File: src/rtl/march_tester.sv
module march_tester #(
  parameter int AW = 4,
  parameter int DW = 8,
  parameter int CW = 48
) (
  input  logic          clk,
  input  logic          rst_n,
  input  logic          start,
  input  logic          stop,
  output logic          mem_req,
  output logic          mem_we,
  output logic [AW-1:0] mem_addr,
  output logic [DW-1:0] mem_wdata,
  input  logic [DW-1:0] mem_rdata,
  input  logic          mem_ready,
  output logic          err_valid,
  output logic [AW-1:0] err_addr,
  output logic [DW-1:0] err_data,
  output logic [1:0]    err_phase,
  output logic [CW-1:0] err_cycles
);
  localparam logic [1:0] IDLE = 2'd0, FILL = 2'd1, UP = 2'd2, DOWN = 2'd3;
  localparam logic [AW-1:0] LAST = {AW{1'b1}};
  localparam logic [DW-1:0] PAT_A = {(DW/2){2'b01}};
  localparam logic [DW-1:0] PAT_B = ~PAT_A;

  logic [1:0]    ph;
  logic          wr;
  logic [AW-1:0] addr;
  logic [CW-1:0] cyc;

  wire [DW-1:0] expect_rd = (ph == UP) ? PAT_A : PAT_B;
  wire          at_end    = (ph == DOWN) ? (addr == '0) : (addr == LAST);

  assign mem_req   = (ph != IDLE);
  assign mem_we    = wr;
  assign mem_addr  = addr;
  assign mem_wdata = (ph == UP) ? PAT_B : PAT_A;

  always_ff @(posedge clk or negedge rst_n) begin
    if (!rst_n) begin
      ph <= IDLE; wr <= 1'b1; addr <= '0; cyc <= '0;
      err_valid <= 1'b0; err_addr <= '0; err_data <= '0;
      err_phase <= IDLE; err_cycles <= '0;
    end else begin
      err_valid <= 1'b0;
      if (stop) begin
        ph <= IDLE;
      end else if (ph == IDLE) begin
        addr <= '0; wr <= 1'b1; cyc <= '0;
        if (start) ph <= FILL;
      end else if (mem_ready) begin
        cyc <= cyc + 1'b1;
        if (!wr) begin
          wr <= 1'b1;
          if (mem_rdata != expect_rd) begin
            err_valid  <= 1'b1;
            err_addr   <= addr;
            err_data   <= mem_rdata;
            err_phase  <= ph;
            err_cycles <= cyc + 1'b1;
          end
        end else begin
          case (ph)
            FILL: begin
              if (at_end) begin ph <= UP; addr <= '0; wr <= 1'b0; end
              else addr <= addr + 1'b1;
            end
            UP: begin
              wr <= 1'b0;
              if (at_end) ph <= DOWN;
              else addr <= addr + 1'b1;
            end
            default: begin
              wr <= 1'b0;
              if (at_end) ph <= UP;
              else addr <= addr - 1'b1;
            end
          endcase
        end
      end
    end
  end

  p_hold_req_r6: assert property (@(posedge clk) disable iff (!rst_n)
    (mem_req && !mem_ready && !stop) |=> (mem_req && $stable(mem_addr) && $stable(mem_we) && $stable(mem_wdata)));

  p_count_step_r10: assert property (@(posedge clk) disable iff (!rst_n)
    (mem_req && mem_ready && !stop) |=> (cyc == $past(cyc) + 1'b1));

  p_err_pulse_r7: assert property (@(posedge clk) disable iff (!rst_n)
    err_valid |=> !err_valid);

  p_err_phase_r7: assert property (@(posedge clk) disable iff (!rst_n)
    err_valid |-> err_phase[1]);

  p_fill_writes_r2: assert property (@(posedge clk) disable iff (!rst_n)
    (mem_req && ph == FILL) |-> (mem_we && mem_wdata == PAT_A));

  p_stop_idle_r9: assert property (@(posedge clk) disable iff (!rst_n)
    stop |=> !mem_req);

  p_down_step_r4: assert property (@(posedge clk) disable iff (!rst_n)
    (ph == DOWN && mem_ready && wr && !stop && addr != '0) |=> (mem_addr == $past(mem_addr) - 1'b1));

  p_after_err_write_r8: assert property (@(posedge clk) disable iff (!rst_n)
    err_valid |-> (mem_we && mem_addr == err_addr));
endmodule

File: config.mk
export PLATFORM = sky130hd
export DESIGN_NAME = march_tester
export DESIGN_NICKNAME = d
export VERILOG_FILES = /design/src/rtl/march_tester.sv
export SDC_FILE = /design/constraint.sdc
export NUM_CORES = 1
export LEC_CHECK = 0
export BUFFER_PORTS_ARGS = -buffer_cell sky130_fd_sc_hd__buf_4
export CAP_MARGIN = 20
export CORE_ASPECT_RATIO = 2
export CORE_UTILIZATION = 45
export DETAILED_ROUTE_END_ITERATION = 6
export PLACE_DENSITY = 0.62
export SLEW_MARGIN = 5
export SYNTH_ARGS = -nofsm -noshare
export SYNTH_HDL_FRONTEND = slang
export SYNTH_SLANG_ARGS = --single-unit
File: constraint.sdc
create_clock -name clk -period 2.8 [get_ports clk]
set_input_delay 0.42 -clock clk [delete_from_list [all_inputs] [get_ports clk]]
set_output_delay 0.42 -clock clk [all_outputs]
set_load 0.02 [all_outputs]
## Yosys cells after proc, flatten, opt, wreduce, memory -nomap -nowiden

Cells that the tools add are included.

| word-level totals | value |
|---|---|
| bits of input ports | 13 |
| output and inout bits | 77 |
| word-level logic and storage cells | 65 |
| flip-flop bits (word level) | 118 |

| cells by class | value |
|---|---|
| multiplexer cells | 30 |
| reductions and logical operators | 12 |
| bitwise logic cells | 3 |
| equal/unequal tests | 8 |
| $add $sub $neg | 3 |

Operators by type and width:

| operator | count |
|---|---|
| 2-to-1 mux 48 bit | 2 |
| adder 48 x 1 -> 48 bit (second input constant) | 1 |
| 2-to-1 mux 4 bit | 6 |
| 2-to-1 mux 2 bit | 8 |
| 2-to-1 mux 8 bit | 2 |
| 2-to-1 mux 1 bit | 11 |
| AND reduction 5 bit | 2 |
| nonzero test 3 bit | 3 |
| != test 8 bit | 1 |
| one-hot mux 4 bit (2 select lines) | 1 |
| nonzero test 2 bit | 3 |
| adder 4 x 1 -> 4 bit (second input constant) | 1 |
| equality test 2 bit (second input constant) | 2 |
| equality test 4 bit (second input constant) | 1 |
| logical NOT 4 bit | 1 |
| AND reduction 4 bit | 1 |
| subtractor 4 x 1 -> 4 bit (second input constant) | 1 |
| != test 3 x 1 -> 1 bit (second input constant) | 1 |
| != test 3 x 2 -> 1 bit (second input constant) | 1 |
| != test 3 bit (second input constant) | 1 |
| inverter 1 bit | 3 |
| equality test 2 x 1 -> 1 bit (second input constant) | 1 |
| logical NOT 2 bit | 1 |
| AND reduction 2 bit | 1 |

## Logic depth before layout (Yosys ltp)

Gate-level depths: netlist of the first run.

| logic depth | value |
|---|---|
| depth after elaboration | 8 |
| gate-level depth with buffers | 11 |
| mapped depth without buffers | 8 |

## Worst setup path after synthesis of the first run

OpenSTA, ideal clock, no wires.

| timing | value |
|---|---|
| kind | register -> register |
| from | register ph[0] |
| to | register err_cycles[29] |
| slack | 0.449 ns |
| buffers on the path | 4 |
| stages on the path, launching flop included | 12 |
| data required time | 2.665 ns |
| clock period less this slack | 2.351 ns |
| library setup time | 0.135 ns |
| data arrival time | 2.216 ns |
| cells stage by stage | dfrtp_1 > inv_1 > ha_1 > clkbuf_1 > or3b_2 > clkbuf_1 > nor2_1 > o21ai_1 > clkbuf_1 > buf_1 > nand2_1 > o21ai_0 |

| between the ends | value |
|---|---|
| cells in the longest elaborated chain, start to end | 4 |
| elaborated cells on any way between the ends | 6 |
| those cells by class | eq/ne: 2; mux: 1; bitwise: 1; reduce/logical: 2 |

RTL lines:

| item | RTL line | source |
|---|---|---|
| start, declared | 27 | `logic [1:0] ph;` |
| start signal, assigned | 42 | `ph <= IDLE; wr <= 1'b1; addr <= '0; cyc <= '0;` |
| start signal, assigned | 48 | `ph <= IDLE;` |
| start signal, assigned | 51 | `if (start) ph <= FILL;` |
| equality test 2 bit | 32 | `wire [DW-1:0] expect_rd = (ph == UP) ? PAT_A : PAT_B;` |
| 2-to-1 mux 8 bit | 32 |  |
| != test 8 bit | 56 | `if (mem_rdata != expect_rd) begin` |
| AND reduction 5 bit (no line) (*) | n/a |  |
| end signal, assigned | 61 | `err_cycles <= cyc + 1'b1;` |
| end, declared | 20 | `output logic [CW-1:0] err_cycles` |

Every way passes the cells marked *; elsewhere a longest branch is shown, timed or not.
A chain may end at the register's enable or synchronous reset.

## Final worst setup path of the first run

| timing | value |
|---|---|
| from | register cyc[0] |
| to | register cyc[44] |

| between the ends | value |
|---|---|
| cells in the longest elaborated chain, start to end | 3 |

RTL lines:

| item | RTL line | source |
|---|---|---|
| start, declared | 30 | `logic [CW-1:0] cyc;` |
| start signal, assigned | 53 | `cyc <= cyc + 1'b1;` |
| adder 48 x 1 -> 48 bit | 53 |  |
| 2-to-1 mux 48 bit | 52 | `end else if (mem_ready) begin` |
| 2-to-1 mux 48 bit | 49 | `end else if (ph == IDLE) begin` |

Every way passes these cells. The select of a mux whose other input is x is not followed.

==> impl_metrics.tcl, run 1 <==
set metrics [dict create \
    run_status "completed" \
    finalCriticalPeriod_ps 2440 \
    synthDistinctLibCells 60 \
    yosysWarningCount 0 \
    netlist_top_cells_area "sky130_fd_sc_hd__dfrtp_1 46%, sky130_fd_sc_hd__nand2_1 7.6%, sky130_fd_sc_hd__o21ai_0 5.9%, sky130_fd_sc_hd__xnor2_1 2.8%, sky130_fd_sc_hd__nand4_1 2.7%" \
    post-layout-total-power_mw 5.45 \
    synth_common_cells "128 x sky130_fd_sc_hd__nand2_1, 117 x sky130_fd_sc_hd__dfrtp_1, 75 x sky130_fd_sc_hd__o21ai_0" \
    number_of_enable_type_register_cells_in_the_synthesized_netlist 0 \
    avgSynthCellArea_um2 8.76 \
    globalRouteOverflowTotal 0 \
    grt_start_max_net_pins 69 \
    synthMostInstantiatedCell "sky130_fd_sc_hd__nand2_1" \
    setup-tns-final_ps 0 \
    cts_inserted_buffers 17 \
    initial_utilization_pct 45.9 \
    cp_endpoint_kind "flop" \
    drive_above_1_share_pct 18.9 \
    final_cell_area_um2 7840 \
    finalWeightedCongestion 0.942 \
    ctsResizeCount 0 \
    hold_viol 0 \
    synthToLayoutAreaGrowth_pct 23.6 \
    hold-worst-slack_ps 223 \
    placedCellCount 971 \
    min_delay_worst_type "input port to flop" \
    tritoncts "yes" \
    wire_length_of_the_first_global_routing_pass_um 28400 \
    number_of_storage_elements_in_the_synthesis_netlist 118 \
    achievable-frequency_mhz 410 \
    path_clk_slew_ps 60 \
    root_buffer "sky130_fd_sc_hd__clkbuf_16" \
    critical_path_required_ps 3090 \
    boundaryPins 90 \
    synth-seq-area-share_pct 46.6 \
    hpwl_um 12400 \
    placement_rows 61 \
    cts_hold_repair.buffers 1 \
    dr.first_iter.drc_count 375 \
    critical_path.startpoint_type "flop" \
    n_antenna_cell 0 \
    slew_viol_final 0 \
    timing.final.setup_violations 0 \
    sw_frac_of_total_pct 28.6 \
    post-cts-setup-buffers 0 \
    worst_skew_pair.late_latency_ps 420 \
    max_cap_viol 0 \
    drt-total-wl_um 17600 \
    powerDensity_nw_per_um2 696 \
    syn-instance-count 724 \
    placement.cell_area_um2 7210 \
    detail_route.drc_violations 0 \
    synth-compound-area-share_pct 16.3 \
    io_buffers 89 \
    finalCritPeriodShare_pct 87.2 \
    sequential_share_of_power_pct 38.6 \
    hold_path_depth 3 \
    vdd_ir_drop_max_mv 0.430 \
    cts.htree.levels 4 \
    tritonroute_pass_1_iters 7 \
    worst-setup-path-type "flop to flop" \
    grt_antenna_before_repair 0 \
    clock-skew-final_ps 7.81 \
    arithmetic_cell_share_of_the_synthesized_area_counting_full_adders_half_adders_and_majority_gates_pct 1.58 \
    first_global_vias 5566 \
    leakage_nw 3.36 \
    post_synth_mux_area_share_pct 0.336 \
    yosys.area.top_type_share_pct 46.2 \
    synth_top_family_by_area "simple AND/OR/NAND/NOR gates" \
    synth-xor-area-share_pct 5.25 \
    dieArea_um2 14600 \
    clk_path_buf_depth 2 \
    max_slew.worst_pin.slew_ps 769 \
    rrSetupSlack_ps 360 \
    crit-reg2reg-capture "cyc[44]$_DFFE_PN0P_" \
    avgRoutedWirePerCell_um 17.6 \
    r2r-start "cyc[0]$_DFFE_PN0P_" \
    power.share.clock_pct 41.6 \
    postSynthNetCount 745 \
    netlist_area_um2 6340 \
    rr_worst_depth 7 \
    gr-usage-all-layers_pct 25.2 \
    synthArstFlopShare_pct 100 \
    die_ht_um 170 \
    synth-main-ff-cell "sky130_fd_sc_hd__dfrtp_1" \
    yosysTopAreaCell "sky130_fd_sc_hd__dfrtp_1" \
    combPwrFrac_pct 19.9 \
    layout.cells.non_filler 1003 \
    worst_hold_path.endpoint "err_data[6]$_DFFE_PN0P_" \
    timing.hold.worst.start "mem_rdata[6]" \
    worstPathMaxFanout 13 \
    synth-simple-area-share_pct 24.6 \
    clock_sinks 118 \
    final_nets 823 \
    worstPathArrival_ps 2730 \
    antenna_nets_post_route 0 \
    internal_power_mw 3.90 \
    grt_setup_unrepaired "no" \
    max_slew_headroom_pct 48.3 \
    avgViaCountPerCell 5.79 \
    die_x_um 85.9 \
    dr_total_vias 5811 \
    p_sw_mw 1.56 \
    design.core.area_um2 13800 \
]
-- cell type report --
cell class              instances  area (um^2)
repair buffers                111          861
flip-flops and latches        118         2950
multi-input cells             526         3060
inverters                      28          105
fillers                      1224         5980
clock buffers                  23          498
well taps                     189          236
clock inverters                 8          120
-- power groups by stage --
stage | clock network [mW] | logic (mW) | registers [mW]
3_5_place_dp | 0 | 1.09 | 2.13
3_3_place_gp | 0 | 1.08 | 2.12
2_1_floorplan | 0 | 0.313 | 2.37
4_1_cts | 2.30 | 1.10 | 2.10
6_report | 2.27 | 1.08 | 2.10
5_1_grt | 2.37 | 1.18 | 2.13
-- sequential cells by signal, summed over array words and instances, names as in the netlist --
name and cells:
cyc 48, err_addr 4, err_cycles 48, err_data 8, err_phase 2, err_valid 1, mem_addr 4, mem_we 1
ph 2
-- kinds of logic (layout without fill, tap and decap cells) --
group,count (synthesis),after routing
XOR/XNOR,38,38
adder cells (fa/ha/maj),8,8
buffers and inverters,80,170
AO/OA/AOI/OAI,175,175
AND/OR/NAND/NOR,303,303
flip-flops,118,118
multiplexers,2,2
-- layout by cell type, fill, tap and decap left out, drive strengths merged, types with 4 or more instances in the layout --
cell / Yosys / final
a21oi: 31 / 31
a31oi: 15 / 15
and2: 5 / 5
and3: 10 / 10
and4: 9 / 9
buf: 17 / 110
clkbuf: 35 / 23
clkinv: 1 / 4
dfrtp: 117 / 117
ha: 8 / 8
inv: 27 / 27
nand2: 128 / 128
nand2b: 4 / 4
nand3: 24 / 24
nand4: 27 / 27
nor2: 33 / 33
nor3: 14 / 14
nor4: 17 / 17
o21ai: 80 / 80
o22ai: 12 / 12
o31ai: 15 / 15
or3: 11 / 11
or4: 5 / 5
xnor2: 20 / 20
xor2: 18 / 18
-- per-layer routing --
metal	up-vias	wire [um]	share of wire, %	track usage (%)
met2	233	9140	52	44.1
met4	0	923	5.2	16.0
met5	-	0	0	0
met1	2771	6840	39	28.4
li1	2734	-	-	-
met3	73	714	4.1	3.20
-- critical path: stages (launching register included) --
cell and delay [ps]:
sky130_fd_sc_hd__dfrtp_1 430, sky130_fd_sc_hd__ha_1 300, sky130_fd_sc_hd__nand4_1 270, sky130_fd_sc_hd__nor4_1 350, sky130_fd_sc_hd__buf_4 270, sky130_fd_sc_hd__nand2_1 120, sky130_fd_sc_hd__o311a_1 300, sky130_fd_sc_hd__a221o_1 260
-- per-stage QoR --
step / setup WS [ps] / util (%)
finish: 359 / 56.7
global route: 99.8 / 56.7
CTS: 380 / 56.7
detailed placement: 399 / 52.2
global placement: 534 / 52.2
floorplan: 449 / -
-- how the worst max path moves through the flow --
stage,from,to,depth (start not counted)
after floorplan,ph[0]$_DFFE_PN0P_,err_cycles[29]$_DFFE_PN0P_,11
after global placement,ph[0]$_DFFE_PN0P_,err_cycles[30]$_DFFE_PN0P_,8
after detailed placement,cyc[0]$_DFFE_PN0P_,cyc[44]$_DFFE_PN0P_,7
after CTS,cyc[0]$_DFFE_PN0P_,cyc[44]$_DFFE_PN0P_,7
after global routing,ph[0]$_DFFE_PN0P_,err_cycles[30]$_DFFE_PN0P_,8
final,cyc[0]$_DFFE_PN0P_,cyc[44]$_DFFE_PN0P_,7
Note: power is estimated with default switching activity, not from simulation.
==> run 2: changes to the inputs <==
- BUFFER_PORTS_ARGS: -buffer_cell sky130_fd_sc_hd__buf_4 -> default
- CORE_MARGIN: default -> 2
- DONT_BUFFER_PORTS: default -> 1
- GPL_ROUTABILITY_DRIVEN: default -> 0
- PLACE_DENSITY: 0.62 -> 0.57
==> run 2 against run 1 <==
The flow now finishes with violations (negative hold slack); count of clock-buffer cells in the layout decreased by 2; via count decreased by 8.5%; critical path depth unchanged; die area increased by 3.5%; critical path type unchanged; first-iteration DRC count decreased by 14%; cell count decreased by 8.6%.
==> impl_metrics.tcl, run 2 (synthesis results as in run 1) <==
set metrics [dict create \
    most_common_cell_after_layout_fill_and_taps_aside "sky130_fd_sc_hd__nand2_1" \
    wire_length_of_the_first_global_routing_pass_um 27700 \
    gr-usage-all-layers_pct 23.8 \
    critPathLaunch "cyc[0]$_DFFE_PN0P_" \
    cts_inserted_buffers 17 \
    ctsResizeCount 0 \
    clk_path_buf_depth 2 \
    io_buffers 0 \
    globalRouteOverflowTotal 0 \
    die_ht_um 172 \
    post-cts-setup-buffers 0 \
    rr_worst_depth 7 \
    n_antenna_cell 0 \
    synthToLayoutAreaGrowth_pct 13.1 \
    dpl_worst_slack_ps 377 \
    run_status "complete, but fails checks" \
    worst_skew_pair.late_latency_ps 410 \
    avgRoutedWirePerCell_um 18.7 \
    hpwl_um 11800 \
    dr.first_iter.drc_count 322 \
    achievable-frequency_mhz 404 \
    layout.cells.non_filler 917 \
    die_x_um 87.9 \
    max_slew_headroom_pct 50.4 \
    avgViaCountPerCell 5.80 \
    drive_above_1_share_pct 9.62 \
    min_delay_worst_type "input port to async pin" \
    finalCriticalPeriod_ps 2480 \
    dr_total_vias 5317 \
    rrSetupSlack_ps 320 \
    detail_route.drc_violations 0 \
    wl_met3_um 758 \
    timing.final.setup_violations 0 \
    placedCellCount 885 \
    slew_viol_final 0 \
    crit-reg2reg-capture "err_cycles[46]$_DFFE_PN0P_" \
    critical_path.startpoint_type "flop" \
    finalCritPeriodShare_pct 88.4 \
    root_buffer "sky130_fd_sc_hd__clkbuf_16" \
    vdd_ir_drop_max_mv 0.418 \
    clock-skew-final_ps 11.7 \
    hold-worst-slack_ps -303 \
    cts.htree.levels 4 \
    hold_viol 117 \
    drt-total-wl_um 17100 \
    clock_sinks 118 \
    powerDensity_nw_per_um2 698 \
    failed_checks "negative hold slack" \
    max_cap_viol 0 \
    grt_setup_unrepaired "no" \
    worstPathMaxFanout 13 \
    setup-tns-final_ps 0 \
    path_clk_slew_ps 60 \
    final_nets 736 \
    biggestRegsByFlops "cyc x48, err_cycles x48, err_data x8" \
    boundaryPins 90 \
    initial_utilization_pct 45.9 \
    dieArea_um2 15100 \
    worstPathArrival_ps 2760 \
    design.core.area_um2 13800 \
    critical_path_required_ps 3080 \
    worst-setup-path-type "flop to flop" \
    grt_antenna_before_repair 0 \
    tritoncts "yes" \
    layout_common_cells "128 x sky130_fd_sc_hd__nand2_1, 117 x sky130_fd_sc_hd__dfrtp_1, 75 x sky130_fd_sc_hd__o21ai_0" \
    cp_endpoint_kind "flop" \
    metal2_wl_um 9080 \
    placement_rows 61 \
    setup_slack_ps 324 \
    grt_start_max_net_pins 119 \
    leakage_nw 2.90 \
    r2r-start "cyc[0]$_DFFE_PN0P_" \
    crit_path_end "err_cycles[46]$_DFFE_PN0P_" \
    routedLengthMet1_um 6580 \
    max_slew.worst_pin.slew_ps 744 \
    antenna_nets_post_route 0 \
    tritonroute_pass_1_iters 5 \
    first_global_vias 5401 \
    topRoutingLayerUsed "met4" \
]
==> run 2: worst max-delay path, stage by stage, from the launching register on <==
cell and delay, ps:
sky130_fd_sc_hd__dfrtp_1 450, sky130_fd_sc_hd__ha_1 300, sky130_fd_sc_hd__nand4_1 280, sky130_fd_sc_hd__nor4_1 330, sky130_fd_sc_hd__buf_4 260, sky130_fd_sc_hd__nand4_1 150
sky130_fd_sc_hd__a32oi_1 420, sky130_fd_sc_hd__o21ai_0 130
==> run 2: where the power goes <==
| group | total (mW) | switching [mW] | internal (mW) | leakage (nW) |
|---|---|---|---|---|
| Clock | 2.21 | 0.803 | 1.40 | 0.291 |
| Combinational | 0.394 | 0.228 | 0.166 | 1.04 |
| Sequential | 2.41 | 0.470 | 1.94 | 1.58 |
==> run 2: final cells by class <==
| class | count | area [um^2] |
|---|---|---|
| fillers | 1297 | 6650 |
| clock buffers | 21 | 480 |
| multi-input cells | 526 | 3060 |
| flip-flops and latches | 118 | 2950 |
| clock inverters | 11 | 124 |
| inverters | 28 | 105 |
| well taps | 189 | 236 |
| repair buffers | 24 | 205 |
==> run 2: how the worst min path moves through the flow <==
stage | startpoint | endpoint
2_1_floorplan | rst_n | cyc[0]$_DFFE_PN0P_
3_3_place_gp | rst_n | err_addr[2]$_DFFE_PN0P_
3_5_place_dp | rst_n | err_addr[3]$_DFFE_PN0P_
4_1_cts | rst_n | err_addr[3]$_DFFE_PN0P_
5_1_grt | rst_n | err_addr[2]$_DFFE_PN0P_
6_report | rst_n | err_addr[3]$_DFFE_PN0P_
==> run 2: metrics by stage <==
step / hold WS [ps] / util [%] / power [mW] / instance area, um^2
after floorplan: 124 / - / 2.68 / 6340
after global placement: 127 / 47.5 / 2.81 / 6560
after detailed placement: 127 / 47.5 / 2.84 / 6560
after CTS: -316 / 51.9 / 5.07 / 7170
after global routing: -320 / 51.9 / 5.23 / 7170
final: -303 / 51.9 / 5.01 / 7170
==> run 2: per-layer routing <==
metal  up-vias  track usage (%)
met2       149             42.0
met3        39             4.49
met4         0             12.7
li1       2564                -
met1      2565             26.4
met5         -                0
==> run 3: changes to the inputs <==
- CELL_PAD_IN_SITES_DETAIL_PLACEMENT: default -> 0
- CELL_PAD_IN_SITES_GLOBAL_PLACEMENT: default -> 1
- CORE_MARGIN: 2 -> 5
- PLACE_DENSITY: 0.57 -> 0.72
==> run 3 against run 2 <==
The flow still finishes with violations (negative hold slack); flip-flop and latch count stayed put; clock skew is 1.3 ps higher; register-to-register slack worse by 30 ps; hold slack better by 2.8 ps; critical path type unchanged.
==> impl_metrics.tcl, run 3 (synthesis results as in run 1) <==
set metrics [dict create \
    avgRoutedWirePerCell_um 19.1 \
    io_buffers 0 \
    slew_viol_final 0 \
    worst_path_dominant_cell_family "buffers and inverters" \
    cp_endpoint_kind "flop" \
    initial_utilization_pct 45.6 \
    powerDensity_nw_per_um2 729 \
    max_slew.worst_pin.slew_ps 756 \
    design.core.area_um2 13900 \
    finalCriticalPeriod_ps 2500 \
    internal_power_mw 3.76 \
    worst_path_max_delay_cell "sky130_fd_sc_hd__buf_4" \
    critical_path.startpoint_type "flop" \
    area_of_the_multi_input_gates_um2 3060 \
    sw_frac_of_total_pct 28.7 \
    cts_inserted_buffers 17 \
    avgViaCountPerCell 5.82 \
    globalRouteOverflowTotal 0 \
    detail_route.drc_violations 0 \
    drive_above_1_share_pct 9.60 \
    timing.final.setup_violations 0 \
    n_antenna_cell 0 \
    leakage_nw 2.93 \
    worstPathArrival_ps 2800 \
    cts.htree.levels 4 \
    post-cts-setup-buffers 0 \
    boundaryPins 90 \
    biggestRegsByFlops "cyc x48, err_cycles x48, err_data x8" \
    power.share.clock_pct 46.8 \
    clock_sinks 118 \
    dieArea_um2 16700 \
    min_delay_worst_type "input port to async pin" \
    hold_viol 118 \
    tritonroute_pass_1_iters 5 \
    p_sw_mw 1.51 \
    cp_cell_sequence "inv_1, ha_1, nor4bb_1, a2bb2oi_1, o21ai_4, buf_4, mux2_2" \
    combPwrFrac_pct 7.4 \
    vdd_ir_drop_max_mv 0.474 \
    achievable-frequency_mhz 400 \
    clk_path_buf_depth 2 \
    critPathBufInv 2 \
    failed_checks "negative hold slack" \
    critical_path_required_ps 3100 \
    layout_common_cells "128 x sky130_fd_sc_hd__nand2_1, 117 x sky130_fd_sc_hd__dfrtp_1, 75 x sky130_fd_sc_hd__o21ai_0" \
    root_buffer "sky130_fd_sc_hd__clkbuf_16" \
    worstPathMaxFanout 61 \
    grt_antenna_before_repair 0 \
    wire_length_of_the_first_global_routing_pass_um 28500 \
    placement_rows 61 \
    max_cap_viol 0 \
    max_slew_headroom_pct 49.6 \
    cp_slowest_stage_delay_ps 460 \
    dr.first_iter.drc_count 314 \
    setup-tns-final_ps 0 \
    ctsResizeCount 0 \
    antenna_nets_post_route 0 \
    first_global_vias 5372 \
    sequential_share_of_power_pct 45.8 \
    run_status "complete, but fails checks" \
    most_common_cell_after_layout_fill_and_taps_aside "sky130_fd_sc_hd__nand2_1" \
    tritoncts "yes" \
    grt_setup_unrepaired "no" \
    finalCritPeriodShare_pct 89.4 \
    die_x_um 93.9 \
    regArea_um2 2950 \
    grt_start_max_net_pins 119 \
    layout_filler_cell_count 1327 \
    worst_skew_pair.late_latency_ps 420 \
    drt-total-wl_um 17500 \
    clock-skew-final_ps 13.0 \
    dr_total_vias 5343 \
    hold-worst-slack_ps -300 \
    gr-usage-all-layers_pct 21.8 \
    worst-setup-path-type "flop to flop" \
    die_ht_um 178 \
    final_nets 737 \
    synthToLayoutAreaGrowth_pct 14.0 \
    path_clk_slew_ps 60 \
    hpwl_um 12300 \
]
[run 3: metrics by stage]
| step | util [%] | area (um^2) | power, mW | worst slack, ps | cells |
|---|---|---|---|---|---|
| after detailed placement | 47.2 | 6560 | 2.85 | 276 | 886 |
| final | 52.0 | 7220 | 5.27 | 297 | 918 |
| after floorplan | - | 6340 | 2.68 | 449 | 724 |
| after global routing | 52.0 | 7220 | 5.48 | 132 | 918 |
| after CTS | 52.0 | 7220 | 5.33 | 272 | 918 |
| after global placement | 47.2 | 6560 | 2.83 | 419 | 886 |
[run 3: power by group through the flow]
| stage | clock network, mW | logic (mW) | registers [mW] |
|---|---|---|---|
| floorplan | 0 | 0.313 | 2.37 |
| global route | 2.57 | 0.455 | 2.45 |
| finish | 2.46 | 0.391 | 2.41 |
| CTS | 2.51 | 0.397 | 2.43 |
| detailed placement | 0 | 0.396 | 2.45 |
| global placement | 0 | 0.382 | 2.45 |
[run 3: worst paths after layout]
path                                      from                   endpoint  slack [ps]  cells past startpoint
max in group asynchronous                rst_n    err_data[2]$_DFFE_PN0P_        2860                      0
max                          ph[0]$_DFFE_PN0P_  err_cycles[1]$_DFFE_PN0P_         300                      7
min reg2reg                cyc[42]$_DFFE_PN0P_        cyc[42]$_DFFE_PN0P_         550                      1
max reg2reg                  ph[0]$_DFFE_PN0P_  err_cycles[1]$_DFFE_PN0P_         300                      7
min in group clk                          stop          ph[0]$_DFFE_PN0P_          80                      1
min                                      rst_n    mem_addr[2]$_DFFE_PN0P_        -300                      0
[run 3: final cells by class]
type / instances / share of cell area [%]
clock buffers: 21 / 6.51
clock inverters: 11 / 2.70
inverters: 28 / 1.45
multi-input cells: 526 / 42.4
flip-flops and latches: 118 / 40.9
well taps: 189 / 3.27
repair buffers: 25 / 2.77
[run 3: layer usage]
layer	GRT usage, %	wire length [um]	up-vias
met5	0	0	-
met4	7.59	350	0
met3	4.67	923	30
met2	39.8	9600	167
met1	24.4	6670	2582
li1	-	-	2564
